File: src/rtl/hcvt_pkg.sv
// Shared widths, field layouts and class codes for the half-to-single converter.
// Assumes binary16-style input layout and IEEE single-precision output layout.
package hcvt_pkg;
    localparam int H_EXP_W   = 5;
    localparam int H_FRAC_W  = 10;
    localparam int H_W       = 1 + H_EXP_W + H_FRAC_W;
    localparam int S_EXP_W   = 8;
    localparam int S_FRAC_W  = 23;
    localparam int S_W       = 1 + S_EXP_W + S_FRAC_W;
    localparam int H_BIAS    = (1 << (H_EXP_W - 1)) - 1;
    localparam int S_BIAS    = (1 << (S_EXP_W - 1)) - 1;
    localparam int BIAS_DIFF = S_BIAS - H_BIAS;
    localparam int FRAC_PAD  = S_FRAC_W - H_FRAC_W;
    localparam int SHIFT_W   = $clog2(H_FRAC_W + 1);

    typedef struct packed {
        logic                sign;
        logic [H_EXP_W-1:0]  exp;
        logic [H_FRAC_W-1:0] frac;
    } half_t;

    typedef struct packed {
        logic                sign;
        logic [S_EXP_W-1:0]  exp;
        logic [S_FRAC_W-1:0] frac;
    } single_t;

    typedef enum logic [2:0] {
        CL_ZERO,
        CL_SUBN,
        CL_NORM,
        CL_INF,
        CL_NAN
    } hclass_e;
endpackage

File: src/rtl/hcvt_lead_one.sv
// Priority encoder: reports how far the leading one of VEC must move left
// to land at bit position W (the hidden-bit slot). Assumes the caller
// ignores SHIFT when FOUND is 0.
module hcvt_lead_one #(
    parameter int W     = 10,
    parameter int SH_W  = $clog2(W + 1)
) (
    input  logic [W-1:0]    vec,
    output logic [SH_W-1:0] shift,
    output logic            found
);
    // Scan upward so the highest set bit is the last to win.
    always_comb begin
        shift = '0;
        found = 1'b0;
        for (int i = 0; i < W; i++) begin
            if (vec[i]) begin
                shift = SH_W'(W - i);
                found = 1'b1;
            end
        end
    end
endmodule

File: src/rtl/hcvt_core.sv
// Combinational widening of one half-width value to single precision.
// Classifies the operand, normalizes subnormals, rebiases the exponent and
// quiets NaNs. Assumes EXT_MODE=1 means the top exponent code is finite.
module hcvt_core
    import hcvt_pkg::*;
(
    input  half_t   op,
    input  logic    ext_mode,
    output single_t res,
    output logic    invalid
);
    localparam logic [S_EXP_W-1:0] EXP_OFS  = S_EXP_W'(BIAS_DIFF);
    localparam logic [S_EXP_W-1:0] SUBN_OFS = S_EXP_W'(BIAS_DIFF + 1);
    localparam int                 QBIT     = H_FRAC_W - 1;

    hclass_e             cls;
    logic [SHIFT_W-1:0]  lz_shift;
    logic                lz_found;
    logic [H_FRAC_W:0]   norm_wide;
    logic [H_FRAC_W-1:0] nan_frac;

    hcvt_lead_one #(.W(H_FRAC_W), .SH_W(SHIFT_W)) lead_i (
        .vec   (op.frac),
        .shift (lz_shift),
        .found (lz_found)
    );

    // Sort the operand into one of the five classes under the selected mode.
    always_comb begin
        if (op.exp == '0)
            cls = lz_found ? CL_SUBN : CL_ZERO;
        else if (op.exp == '1 && !ext_mode)
            cls = (op.frac == '0) ? CL_INF : CL_NAN;
        else
            cls = CL_NORM;
    end

    // Move the subnormal leading one into the hidden-bit slot.
    always_comb norm_wide = {1'b0, op.frac} << lz_shift;

    // Quiet a NaN payload by setting its top fraction bit.
    always_comb begin
        nan_frac        = op.frac;
        nan_frac[QBIT]  = 1'b1;
    end

    // Assemble the single-precision fields and the invalid flag per class.
    always_comb begin
        res.sign = op.sign;
        invalid  = 1'b0;
        unique case (cls)
            CL_ZERO: begin
                res.exp  = '0;
                res.frac = '0;
            end
            CL_SUBN: begin
                res.exp  = SUBN_OFS - S_EXP_W'(lz_shift);
                res.frac = {norm_wide[H_FRAC_W-1:0], {FRAC_PAD{1'b0}}};
            end
            CL_INF: begin
                res.exp  = '1;
                res.frac = '0;
            end
            CL_NAN: begin
                res.exp  = '1;
                res.frac = {nan_frac, {FRAC_PAD{1'b0}}};
                invalid  = ~op.frac[QBIT];
            end
            default: begin
                res.exp  = S_EXP_W'(op.exp) + EXP_OFS;
                res.frac = {op.frac, {FRAC_PAD{1'b0}}};
            end
        endcase
    end
endmodule

File: src/rtl/hcvt_widen.sv
// Top of the half-to-single converter: combinational core followed by one
// output register stage. Accepts one operand per clock; result one clock
// later. Synchronous active-low reset clears all outputs.
module hcvt_widen
    import hcvt_pkg::*;
(
    input  logic           clk,
    input  logic           rst_n,
    input  logic           in_valid,
    input  logic [H_W-1:0] in_half,
    input  logic           in_ext,
    output logic           out_valid,
    output logic [S_W-1:0] out_single,
    output logic           out_invalid
);
    single_t core_res;
    logic    core_inv;

    hcvt_core core_i (
        .op       (half_t'(in_half)),
        .ext_mode (in_ext),
        .res      (core_res),
        .invalid  (core_inv)
    );

    // Valid pipeline bit: follows the input by one clock.
    always_ff @(posedge clk) begin
        if (!rst_n) out_valid <= 1'b0;
        else        out_valid <= in_valid;
    end

    // Result registers: load only on an accepted operand, else hold.
    always_ff @(posedge clk) begin
        if (!rst_n) begin
            out_single  <= '0;
            out_invalid <= 1'b0;
        end else if (in_valid) begin
            out_single  <= core_res;
            out_invalid <= core_inv;
        end
    end

    AST_VALID_RISE: assert property (@(posedge clk) disable iff (!rst_n)
        in_valid |=> out_valid);
    AST_VALID_DROP: assert property (@(posedge clk) disable iff (!rst_n)
        !in_valid |=> !out_valid);
    AST_HOLD_IDLE: assert property (@(posedge clk) disable iff (!rst_n)
        !in_valid |=> ($stable(out_single) && $stable(out_invalid)));
    AST_INV_IS_QNAN: assert property (@(posedge clk) disable iff (!rst_n)
        out_invalid |-> (out_single[30:23] == 8'hFF && out_single[22]));
    AST_EXT_FINITE: assert property (@(posedge clk) disable iff (!rst_n)
        (in_valid && in_ext) |=> (out_single[30:23] != 8'hFF && !out_invalid));
    AST_ZERO_KEEPS: assert property (@(posedge clk) disable iff (!rst_n)
        (in_valid && in_half[14:0] == '0) |=>
        (out_single == {$past(in_half[15]), 31'd0}));
endmodule

File: config.mk
export PLATFORM = sky130hd
export DESIGN_NAME = hcvt_widen
export DESIGN_NICKNAME = d
export VERILOG_FILES = /design/src/rtl/hcvt_pkg.sv /design/src/rtl/hcvt_lead_one.sv /design/src/rtl/hcvt_core.sv /design/src/rtl/hcvt_widen.sv
export SDC_FILE = /design/constraint.sdc
export NUM_CORES = 1
export LEC_CHECK = 0
export ABC_CLOCK_PERIOD_IN_PS = 2000
export BUFFER_PORTS_ARGS = -buffer_cell sky130_fd_sc_hd__buf_4
export CORE_ASPECT_RATIO = 1.75
export CORE_UTILIZATION = 40
export DETAILED_ROUTE_END_ITERATION = 8
export GPL_ROUTABILITY_DRIVEN = 0
export PLACE_DENSITY = 0.75
export REMOVE_ABC_BUFFERS = 1
export SLEW_MARGIN = 5
export SYNTH_ARGS = -nofsm -noshare
export SYNTH_HDL_FRONTEND = slang
export SYNTH_SLANG_ARGS = --single-unit
File: constraint.sdc
create_clock -name clk -period 2 [get_ports clk]
set_input_delay 0.2 -clock clk [delete_from_list [all_inputs] [get_ports clk]]
set_output_delay 0.2 -clock clk [all_outputs]
set_load 0.05 [all_outputs]
# [After elaboration in Yosys (flattened, before gate mapping)]
# Index checks and enable logic that the tools add are counted.
[classes] addsub=2 shift=1 bitwise_logic=1 mux=26 eq_ne=4 n_reduce_logical=5
[ops] cell="$pmux 31 s4" n=1
[ops] cell="$mux 4" n=10
[ops] cell="$mux 1" n=12
[ops] cell="$logic_not 10->1" n=1
[ops] cell="$shl 10x4->10" n=1
[ops] cell="$mux 3" n=3
[ops] cell="$add 5x7->8 const B" n=1
[ops] cell="$sub 7x4->8 const A" n=1
[ops] cell="$eq 5x5->1 const B" n=1
[ops] cell="$logic_not 5->1" n=1
[ops] cell="$eq 3x1->1 const B" n=1
[ops] cell="$eq 3x2->1 const B" n=1
[ops] cell="$eq 3x3->1 const B" n=1
[ops] cell="$logic_not 3->1" n=1
[ops] cell="$logic_and 1x1->1" n=1
[ops] cell="$logic_not 1->1" n=1
[ops] cell="$not 1->1" n=1
[word_totals] inputBits=20 register_bits=34 word_cells=42

# [Logic depth before layout (Yosys ltp)]
# Gate-level depths: netlist of run 1.
[logic_depth] ltp_word=14 ltp_mapped=9

# [By module]
# From an unflattened synthesis of run 1, not the netlist that was laid out.
[hier_totals] cells_unflattened=222 area_unflattened_um2=2169.6
[modules_own_cells] module="hcvt_widen" instances=1 cells_each=108 seq_area_each_um2=680.7 area_per_inst_um2=1306.3
[modules_own_cells] module="hcvt_core" instances=1 cells_each=96 seq_area_each_um2=0.0 area_per_inst_um2=745.7
[modules_own_cells] module="hcvt_lead_one" instances=1 cells_each=18 seq_area_each_um2=0.0 area_per_inst_um2=117.6

# [Worst setup path before layout of run 1]
# No wires, ideal clock.
[synth_path] path_type="input port to flip-flop" from="input in_half[7]" to="register out_single[26]" required_ps=1868 arrival_time_ps=1645 stages=9 slack_ps=222 path_cell_list="buf_6 or4_4 o22ai_4 nor2_4 clkinv_2 ha_1 xnor2_1 a21oi_1 a21oi_1"
[synth_via] elab_chain_cells=7 elab_cells_between_ends=17 classes_between="1 x add/sub; 3 x eq/ne; 11 x mux; 2 x reduce/logical"
[synth_rtl] element="start, declared" line_no="hcvt_widen.sv:10" rtl="input logic [H_W-1:0] in_half,"
[synth_rtl] element="branches (longest 6 deep; another with $sub 7x4->8)"
[synth_rtl] element="$pmux 31 s4 *" line_no="hcvt_core.sv:51" rtl="unique case (cls)"
[synth_rtl] element="end signal, assigned" line_no="hcvt_widen.sv:38" rtl="out_single <= core_res;"
[synth_rtl] element="end, declared" line_no="hcvt_widen.sv:13" rtl="output logic [S_W-1:0] out_single,"
# Mark *: on every way between the ends.
# A chain may end at the register's enable or synchronous reset.

# [Worst setup path in the final report of run 1]
[layout_path] from="input in_half[2]" to="register out_single[26]"
[layout_via] elab_chain_cells=12 elab_cells_between_ends=27 classes_between="1 x add/sub; 3 x eq/ne; 21 x mux; 2 x reduce/logical"
[layout_rtl] element="branches (longest 11 deep; another with $sub 7x4->8)"
[layout_rtl] element="$pmux 31 s4 *" line_no="hcvt_core.sv:51"
# Marks and branches as above.

==> results of run 1 <==
## cell families after synthesis
family                     synth area share
AOI/OAI and AO/OA                     0.307
and+or+nand+nor                       0.257
buffers and inverters                 0.128
DFF                                   0.248
muxes                                0.0441
adders and majority gates           0.00774
other                               0.00232
xor gates and xnor gates            0.00542
## routing by layer
| layer | wire length, um | share of wire | GRT usage | vias up |
|---|---|---|---|---|
| li1 | - | - | - | 857 |
| met1 | 1860 | 0.40 | 0.261 | 816 |
| met2 | 2270 | 0.49 | 0.381 | 111 |
| met3 | 295 | 0.063 | 0.0195 | 22 |
| met4 | 240 | 0.051 | 0.169 | 0 |
| met5 | 0 | 0 | 0 | - |
## worst max-delay path by stage
stage	start	end	slack, ns	cells past startpoint
4_1_cts	in_half[2]	out_single[26]	0.33	9
5_1_grt	in_half[2]	out_single[26]	0.15	9
3_5_place_dp	in_half[2]	out_single[26]	0.07	9
6_report	in_half[2]	out_single[26]	0.30	9
2_1_floorplan	in_half[7]	out_single[26]	0.31	7
3_3_place_gp	in_half[2]	out_single[26]	0.06	9
## flip-flops by register name (all words and copies together), names as in the netlist
register     cells
out_invalid      1
out_single      18
out_valid        1
## critical path, cell delays in order
cell and delay [ns]:
buf_4 0.15, nor3b_2 0.34, o22ai_4 0.17, nor2_4 0.20
clkinv_2 0.18, ha_1 0.25, xnor2_1 0.13, a21oi_1 0.14
a21oi_1 0.08
## layout by cell type, fill, tap and decap left out, types with 6 or more instances in the layout
cell and n:
buf_4 52, a21oi_1 24, dfxtp_1 20, nand2_1 18
o21ai_0 18, nor2_1 17, conb_1 13, inv_1 6
mux2i_1 6, nand2b_1 6, nor2b_1 6, a31oi_1 6
## layout make-up
| cell class | instances | area [um^2] | share of cell area |
|---|---|---|---|
| Tap cell | 48 | 60.1 | 0.0299 |
| Clock inverter | 1 | 30.0 | 0.0150 |
| Multi-Input combinational cell | 175 | 1050 | 0.525 |
| Inverter | 8 | 31.3 | 0.0156 |
| Clock buffer | 3 | 41.3 | 0.0206 |
| Sequential cell | 20 | 400 | 0.200 |
| Timing Repair Buffer | 52 | 390 | 0.195 |
## power by group
part           leakage [nW]  switching, mW  internal [mW]
Combinational         0.672          0.309          0.138
Sequential            0.166         0.0126          0.424
Clock                0.0357          0.143          0.267
Total                 0.874          0.465          0.830
## through the flow
stage | worst slack [ns] | hold WS (ns) | power, mW | cells | instance area [um^2]
after detailed placement | 0.0651 | 0.445 | 0.887 | 303 | 1940
after global placement | 0.0608 | 0.446 | 0.885 | 303 | 1940
after CTS | 0.327 | 0.178 | 1.30 | 307 | 2010
final | 0.299 | 0.179 | 1.29 | 307 | 2010
after global routing | 0.148 | 0.197 | 1.35 | 307 | 2010
after floorplan | 0.311 | 0.289 | 0.725 | 203 | 1490
==> summary.md, run 1 <==
| Metric | Value |
|---|---|
| Setup Skew | 0 ns |
| R2R Setup Slk | between 0.8 and 0.9 ns |
| Cell count after synthesis | ~220 |
| H-tree depth | 1 |
| CTS Root Cell | clkbuf_8 |
| Total track usage | 0.227 |
| Synth Flop Type | dfxtp_1 |
| Synthesized area | 0.00162 mm^2 |
| Std cell rows | 30 |
| FF+latch count, synth | 20 |
| Global-route wire length before repair | 7660 um |
| Worst path required time | 2.14 ns |
| Commonest cells post-synth | a21oi_1, dfxtp_1, nand2_1, o21ai_0, nor2_1 |
| Status | finished clean |
| Static leakage | between 0.8 and 0.9 nW |
| Number of enable flip-flop cells after synthesis | 0 |
| Post-CTS Hold Fix Bufs | 0 |
| Synth top area cells | dfxtp_1, a21oi_1, buf_4 |
| DR vias | 1806 |
| CP Capture Type | flop |
| Die height | ~86 um |
| Synth warn | 0 |
| # diodes | 0 |
| Final core utilization | 0.519 |
| CTS resizes | 0 |
| Dpl hpwl | around 3400 um |
| Post-route ant nets | 0 |
| Clock sinks | 20 |
| PwrDens | 645 mW/mm^2 |
| Largest area contributor in the netlist | dfxtp_1 |
| Register area share after synthesis | 0.248 |
| Hold path cells | 3 |
| Largest net degree at the start of global routing | 41 |
| Max VDD drop | 0.477 mV |
| WL/cell | ~15 um |
| Setup-failing EPs final | 0 |
| Hold WC Path Type | primary input to flop |
| Clock tree buffer depth | 2 |
| Most common cell in the netlist | a21oi_1 |
| R2R depth | 3 |
| Final WL | 4670 um |
| Via density | 5.88 |
| First-pass iteration count of the detailed router | 4 |
| Port bufs | 40 |
| Maximum fanout along the worst path | 9 |
| RSZ-0062 raised after global routing | false |
| Share of cells above drive strength 1 | 0.263 |
| Overflow after GRT | 0 |
| FILL cells | 380 |
| Final nets | 281 |
| Die area | ~0.0043 mm^2 |
| Clock-pin slew of the registers on the worst-case setup and hold paths | 0.08 ns |
| Unique cell type count in the Yosys netlist | 51 |
| Max Freq | 588 MHz |
| CP arrival | approximately 1.8 ns |
| DRT iter0 DRCs | 79 |
| Num CTS Buffers | 3 |
| Effective utilization at floorplan | 0.418 |
| Die Wd | 50.1 um |
| Max_cap viols | 0 |
| Reg-to-reg endpoint | out_single[20] |
| Postcts setup bufs | 0 |
| Top-area cell type share of the netlist area | 0.248 |
| CTS tree | done |
| Initial antenna violation count | 0 |
| WS Path Type | primary input to flop |
| Core area | ~0.0039 mm^2 |
| Max-slew violations | 0 |
| Worst Hold End | out_single[31] |
| Min-Delay Startpoint | in_half[15] |
| IO Pins | 54 |
| RR Startpoint | out_single[20] |
| Clock Latency Late Sink | around 0.27 ns |
| Final hold vios | 0 |
| Async SR Flop Fraction | 0 |
| Fin crit period | 1.70 ns |
| P&R area growth vs syn | 24.1% |
| Setup TNS | 0 ns |
| Mean Syn Cell Area | 7.38 um^2 |
| Period utilisation layout | 0.850 |
| Startpoint Class | primary input |
| DRC violations left | 0 |
| Vias in the first global route | between 1.5k and 2k |
Note: power is estimated with default switching activity, not from simulation.
==> run 2, diff against run 1 <==
--- a/config.mk
+++ b/config.mk
@@ -5,13 +5,14 @@
 export SDC_FILE = /design/constraint.sdc
 export NUM_CORES = 1
 export LEC_CHECK = 0
+export ABC_AREA = 1
 export ABC_CLOCK_PERIOD_IN_PS = 2000
 export BUFFER_PORTS_ARGS = -buffer_cell sky130_fd_sc_hd__buf_4
 export CORE_ASPECT_RATIO = 1.75
 export CORE_UTILIZATION = 40
 export DETAILED_ROUTE_END_ITERATION = 8
 export GPL_ROUTABILITY_DRIVEN = 0
-export PLACE_DENSITY = 0.75
+export PLACE_DENSITY = 0.77
 export REMOVE_ABC_BUFFERS = 1
 export SLEW_MARGIN = 5
 export SYNTH_ARGS = -nofsm -noshare
==> summary.md, run 2 <==
| Metric | Value |
|---|---|
| Status | finished clean |
| Biggest register | out_single |
| DRT iter0 DRCs | 67 (-15%) |
| Clock sinks | 20 (unchanged) |
| Period utilisation layout | 0.837 (-0.0139) |
| Synth warn | 0 (unchanged) |
| Core area | 0.00336 mm^2 (-13%) |
| Final nets | 284 (+1.1%) |
| Max-slew violations | 0 (unchanged) |
| Max Freq | 598 MHz (+1.7%) |
| Static leakage | 0.848 nW (-2.9%) |
| Hold WC Path Type | primary input to flop |
| Die Wd | 46.7 um (-6.8%) |
| CP arrival | 1.83 ns (about the same) |
| Mean Syn Cell Area | 6.29 um^2 (-15%) |
| Net Switching | 0.435 mW (-6.4%) |
| Std cell rows | 28 (-6.7%) |
| RSZ-0062 raised after global routing | false |
| Setup Skew | 0 ns (unchanged) |
| Clock Latency Late Sink | 0.26 ns (about the same) |
| Most common cell in the netlist | nand2_1 |
| Final WL | 3720 um (-20%) |
| Num CTS Buffers | 3 (unchanged) |
| Largest net degree at the start of global routing | 24 (-41%) |
| Clock-pin slew of the registers on the worst-case setup and hold paths | 0.07 ns (about the same) |
| Die area | 0.00374 mm^2 (-13%) |
| Cell count after synthesis | 222 (+1.4%) |
| Synth Area in Adders | 0.00896 (+0.00122) |
| WL/cell | 12.1 um (-20%) |
| Register area share after synthesis | 0.287 (+0.0391) |
| Setup-failing EPs final | 0 (unchanged) |
| Dpl hpwl | 2850 um (-17%) |
| Final hold vios | 0 (unchanged) |
| Port bufs | 40 (unchanged) |
| Power share of the sequential group | 0.381 (+0.044) |
| Design Area, Final | 0.00175 mm^2 (-13%) |
| Clock tree buffer depth | 2 (unchanged) |
| Fin crit period | 1.67 ns (-0.0277 ns) |
| Setup TNS | 0 ns (unchanged) |
| Largest area contributor in the netlist | dfxtp_1 |
| Cell-internal power | 0.716 mW (-14%) |
| Most frequent cells in the layout | buf_4, nand2_1, inv_1, a21oi_1 |
| Post-CTS Hold Fix Bufs | 0 (unchanged) |
| Top-area cell type share of the netlist area | 0.287 (+0.0391) |
| Synthesized area | 0.00140 mm^2 (-14%) |
| Synth top area cells | dfxtp_1, nand2_1, a21oi_1 |
| Max VDD drop | 0.467 mV (-2.1%) |
| IO Pins | 54 (unchanged) |
| Mux cell area share after synthesis | 0 (-0.0441) |
| Placed cell area | 0.00169 mm^2 (-13%) |
| Compound-Gate Fraction of Synth Area | 0.226 (-0.0815) |
| Simple-gate share of the synthesized area | 0.297 (+0.0396) |
| Hold Slack | 0.167 ns (-0.0119 ns) |
| CTS tree | done |
| # diodes | 0 (unchanged) |
| Largest family of logic cells by synthesized area | simple AND/OR/NAND/NOR gates |
| FILL cells | 371 (-2.4%) |
| PwrDens | 659 mW/mm^2 (+2.2%) |
| Commonest non-fill, non-tap cell in the layout | buf_4 |
| CP Capture Type | flop |
| Share of cells above drive strength 1 | 0.229 (-0.0335) |
| Number of enable flip-flop cells after synthesis | 0 (unchanged) |
| Post-route ant nets | 0 (unchanged) |
| Startpoint Class | primary input |
| WS Path Type | primary input to flop |
| Global-route wire length before repair | 6110 um (-20%) |
| Final core utilization | 0.519 (about the same) |
| Post-Synth XOR/XNOR Area | 0.00627 (+0.000854) |
| P&R area growth vs syn | 25.1% |
| Maximum fanout along the worst path | 9 (unchanged) |
| Switching Share | 0.378 (+0.0189) |
| Total track usage | 0.218 (-0.00923) |
| Synth Flop Type | dfxtp_1 |
| Via density | 5.14 (-13%) |
| Max_cap viols | 0 (unchanged) |
| Die height | 80.2 um (-6.9%) |
| CTS resizes | 0 (unchanged) |
| Effective utilization at floorplan | 0.415 (-0.00294) |
| Async SR Flop Fraction | 0 (unchanged) |
| Clock power share | 0.270 (-0.047) |
| DRC violations left | 0 (unchanged) |
| CTS Root Cell | clkbuf_8 |
| Unique cell type count in the Yosys netlist | 32 (-37%) |
| Number of flip-flops under the largest register name | 18 (unchanged) |
| Combinational share of power | 0.350 (+0.004) |
| Postcts setup bufs | 0 (unchanged) |
| Largest regs | out_single (18), out_invalid (1), out_valid (1) |
| First-pass iteration count of the detailed router | 4 (unchanged) |
| Vias in the first global route | 1452 (-13%) |
| DR vias | 1578 (-13%) |
| Overflow after GRT | 0 (unchanged) |
| Worst path required time | 2.16 ns (+0.02 ns) |
| H-tree depth | 1 (unchanged) |
| Initial antenna violation count | 0 (unchanged) |
| Commonest cells post-synth | nand2_1, a21oi_1, inv_1 |
| FF+latch count, synth | 20 (unchanged) |
==> run 2: cell types whose count changed after synthesis, moves of 5 or more <==
cell / delta
nor2b_1: -6
inv_1: +17
nand2b_1: -6
o2111ai_1: -5
nand2_1: +25
nand3_1: +15
mux2i_1: -6
clkbuf_1: -5
==> run 2: worst max-delay path, cell delays in order <==
cell	delay, ns
buf_4	0.13
nor2_1	0.13
nand3_1	0.11
inv_2	0.10
nand2_1	0.12
nor4_1	0.39
or2_1	0.22
nand2_2	0.16
inv_2	0.09
o21ai_1	0.05
o211ai_1	0.08
inv_1	0.05
==> run 2: final timing paths <==
path | from | to | slack (ns) | cells past startpoint
worst max-delay path | in_half[3] | out_single[13] | 0.33 | 12
worst min-delay path | in_half[15] | out_single[31] | 0.17 | 3
worst max register to register | out_single[21] | out_single[21] | 1.31 | 2
worst min register to register | out_single[27] | out_single[27] | 0.48 | 2
==> run 2: per-stage QoR <==
stage / worst slack, ns / power (mW) / cells
after floorplan: 0.506 / 0.718 / 214
after global placement: 0.157 / 0.846 / 303
after detailed placement: 0.138 / 0.847 / 303
after CTS: 0.356 / 1.16 / 307
after global routing: 0.215 / 1.21 / 307
final: 0.327 / 1.15 / 307
==> run 2: cell families (layout without fill, tap and decap cells) <==
logic type	count (synthesis)	count (layout)
AOI/OAI and AO/OA	58	58
buffers and inverters	48	76
and+or+nand+nor	93	93
other	1	13
xor gates and xnor gates	1	1
adders and majority gates	1	1
DFF	20	20
==> run 2: per-layer routing <==
layer	GRT usage	share of wire	wire, um	vias up
met4	0.120	0.032	119	0
met5	0	0	0	-
li1	-	-	-	786
met2	0.368	0.54	2010	59
met1	0.252	0.38	1430	717
met3	0.0247	0.044	162	16
==> run 2: power by group through the flow <==
stage	clock network, mW	registers (mW)	logic (mW)
2_1_floorplan	0	0.545	0.173
3_3_place_gp	0	0.448	0.398
3_5_place_dp	0	0.448	0.399
4_1_cts	0.318	0.439	0.401
5_1_grt	0.335	0.442	0.435
6_report	0.311	0.438	0.403
==> run 2: cell type report <==
type                       count  area (um^2)  area share
multi-input combinational    166          800       0.458
sequential                    20          400       0.229
timing repair buffer          44          330       0.189
inverter                      28          105      0.0602
tap                           45         56.3      0.0322
clock buffer                   4         55.1      0.0315
==> run 3, diff against run 2 <==
--- a/config.mk
+++ b/config.mk
@@ -5,14 +5,14 @@
 export SDC_FILE = /design/constraint.sdc
 export NUM_CORES = 1
 export LEC_CHECK = 0
-export ABC_AREA = 1
-export ABC_CLOCK_PERIOD_IN_PS = 2000
+export ABC_AREA = 0
+export ABC_CLOCK_PERIOD_IN_PS = 1650
 export BUFFER_PORTS_ARGS = -buffer_cell sky130_fd_sc_hd__buf_4
 export CORE_ASPECT_RATIO = 1.75
 export CORE_UTILIZATION = 40
 export DETAILED_ROUTE_END_ITERATION = 8
 export GPL_ROUTABILITY_DRIVEN = 0
-export PLACE_DENSITY = 0.77
+export PLACE_DENSITY = 0.75
 export REMOVE_ABC_BUFFERS = 1
 export SLEW_MARGIN = 5
 export SYNTH_ARGS = -nofsm -noshare
==> constraint.sdc (replaced) <==
create_clock -name clk -period 1.65 [get_ports clk]
set_input_delay 0.165 -clock clk [delete_from_list [all_inputs] [get_ports clk]]
set_output_delay 0.165 -clock clk [all_outputs]
set_load 0.05 [all_outputs]
==> summary.md, run 3 (synthesis gave the netlist of run 1 again) <==
| Metric | Value |
|---|---|
| Clock Latency Late Sink | 0.26 ns (about the same) |
| First-pass iteration count of the detailed router | 4 (unchanged) |
| Setup Skew | 0 ns (unchanged) |
| RSZ-0062 raised after global routing | false |
| Most frequent cells in the layout | buf_4, a21oi_1, dfxtp_1 |
| Setup-failing EPs final | 0 (unchanged) |
| Finished Layout Cells | 341 (+11%) |
| Std cell rows | 30 (+7.1%) |
| Dpl hpwl | 3900 um (+37%) |
| Total track usage | 0.243 (+0.0253) |
| P&R area growth vs syn | 39.9% |
| Largest net degree at the start of global routing | 24 (unchanged) |
| IO Pins | 54 (unchanged) |
| Min-Delay Startpoint | in_half[15] |
| Status | finished clean |
| CP arrival | 1.68 ns (-0.15 ns) |
| Period utilisation layout | 0.928 |
| WL/cell | 14.6 um (+20%) |
| Die Wd | 50.1 um (+7.3%) |
| Number of flip-flops under the largest register name | 18 (unchanged) |
| Initial antenna violation count | 0 (unchanged) |
| Post-CTS Hold Fix Bufs | 0 (unchanged) |
| DRT iter0 DRCs | 77 (+15%) |
| Worst path required time | 1.80 ns (-0.36 ns) |
| Clock tree buffer depth | 2 (unchanged) |
| Final hold vios | 0 (unchanged) |
| Final nets | 315 (+11%) |
| Crit. Startpoint | in_half[7] |
| Fin crit period | ~1.5 ns |
| Setup TNS | 0 ns (unchanged) |
| RR Startpoint | out_single[20] |
| Max VDD drop | 0.556 mV (+19%) |
| Postcts setup bufs | 0 (unchanged) |
| Post-route ant nets | 0 (unchanged) |
| Static leakage | 1.04 nW (+23%) |
| DR vias | 1911 (+21%) |
| Max_cap viols | 0 (unchanged) |
| Max Freq | 653 MHz |
| Commonest non-fill, non-tap cell in the layout | buf_4 |
| Biggest register | out_single |
| Hold Slack | 0.145 ns (-0.0219 ns) |
| Global-route wire length before repair | 8090 um (+32%) |
| H-tree depth | 1 (unchanged) |
| Overflow after GRT | 0 (unchanged) |
| Port bufs | 40 (unchanged) |
| CTS tree | done |
| CP Capture Type | flop |
| Final core utilization | 0.585 (+0.0658) |
| Hold WC Path Type | primary input to flop |
| Core area | 0.00387 mm^2 (+15%) |
| CTS resizes | 0 (unchanged) |
| Via density | 5.60 (+9.0%) |
| PwrDens | 720 mW/mm^2 (+9.2%) |
| Vias in the first global route | 1797 (+24%) |
| Die height | 86.1 um (+7.4%) |
| Clock sinks | 20 (unchanged) |
| Maximum fanout along the worst path | 6 (-3) |
| Largest regs | out_single (18), out_invalid (1), out_valid (1) |
| Startpoint Class | primary input |
| Clock-pin slew of the registers on the worst-case setup and hold paths | 0.08 ns (about the same) |
| Num CTS Buffers | 3 (unchanged) |
| Share of cells above drive strength 1 | 0.348 (+0.119) |
| DRC violations left | 0 (unchanged) |
| # diodes | 0 (unchanged) |
| Die area | 0.00431 mm^2 (+15%) |
| Effective utilization at floorplan | 0.418 (+0.00294) |
| Max-slew violations | 0 (unchanged) |
| Final WL | 4980 um (+34%) |
| Cells after DPL | 337 (+11%) |
| CTS Root Cell | clkbuf_8 |
| WS Path Type | primary input to flop |
run 3: cell count changes in the layout (fill, tap and decap cells not counted), sizes merged, moves of 6 or more:
| cell | before | now |
|---|---|---|
| nor2b | 0 | 6 |
| nand2b | 0 | 6 |
| buf | 44 | 86 |
| nand2 | 46 | 18 |
| nand3 | 20 | 5 |
| mux2i | 0 | 6 |
| inv | 26 | 6 |
run 3: cell type report:
cell class                 count  area, um^2
sequential                    20         400
tap                           48        60.1
clock inverter                 1        30.0
clock buffer                   3        41.3
inverter                       8        31.3
fill                         388        1600
timing repair buffer          86         646
multi-input combinational    175        1050
run 3: worst paths after layout:
kind	end	slack, ns	cells after the start
max	out_single[26]	0.12	9
min	out_single[31]	0.15	3
max reg2reg	out_single[20]	0.52	3
min reg2reg	out_invalid	0.48	2
run 3: critical path, cell delays in order:
cell	delay, ns
buf_4	0.12
or4_4	0.55
o22ai_4	0.18
nor2_4	0.09
clkinv_2	0.12
ha_1	0.17
xnor2_1	0.07
a21oi_1	0.14
a21oi_1	0.07
run 3: power by group:
| group | leakage, nW | switching, mW | internal, mW | total [mW] |
|---|---|---|---|---|
| sequential | 0.166 | 0.0154 | 0.514 | 0.529 |
| combinational | 0.838 | 0.389 | 0.219 | 0.608 |
| clock | 0.0357 | 0.168 | 0.324 | 0.492 |
| total | 1.04 | 0.572 | 1.06 | 1.63 |
run 3: metal layers:
layer,part of all wire,up-vias,GRT usage
met3,0.057,26,0.0284
met2,0.52,93,0.417
met1,0.38,870,0.276
li1,-,922,-
met5,0,-,0
met4,0.046,0,0.158
run 3: per-stage QoR:
stage / power (mW) / setup slack, ns / cell area, um^2
6_report: 1.63 / 0.118 / 2260
5_1_grt: 1.70 / 0.0206 / 2260
4_1_cts: 1.63 / 0.116 / 2260
3_5_place_dp: 1.14 / -0.152 / 2190
3_3_place_gp: 1.14 / -0.139 / 2190
2_1_floorplan: 0.879 / -0.00369 / 1490
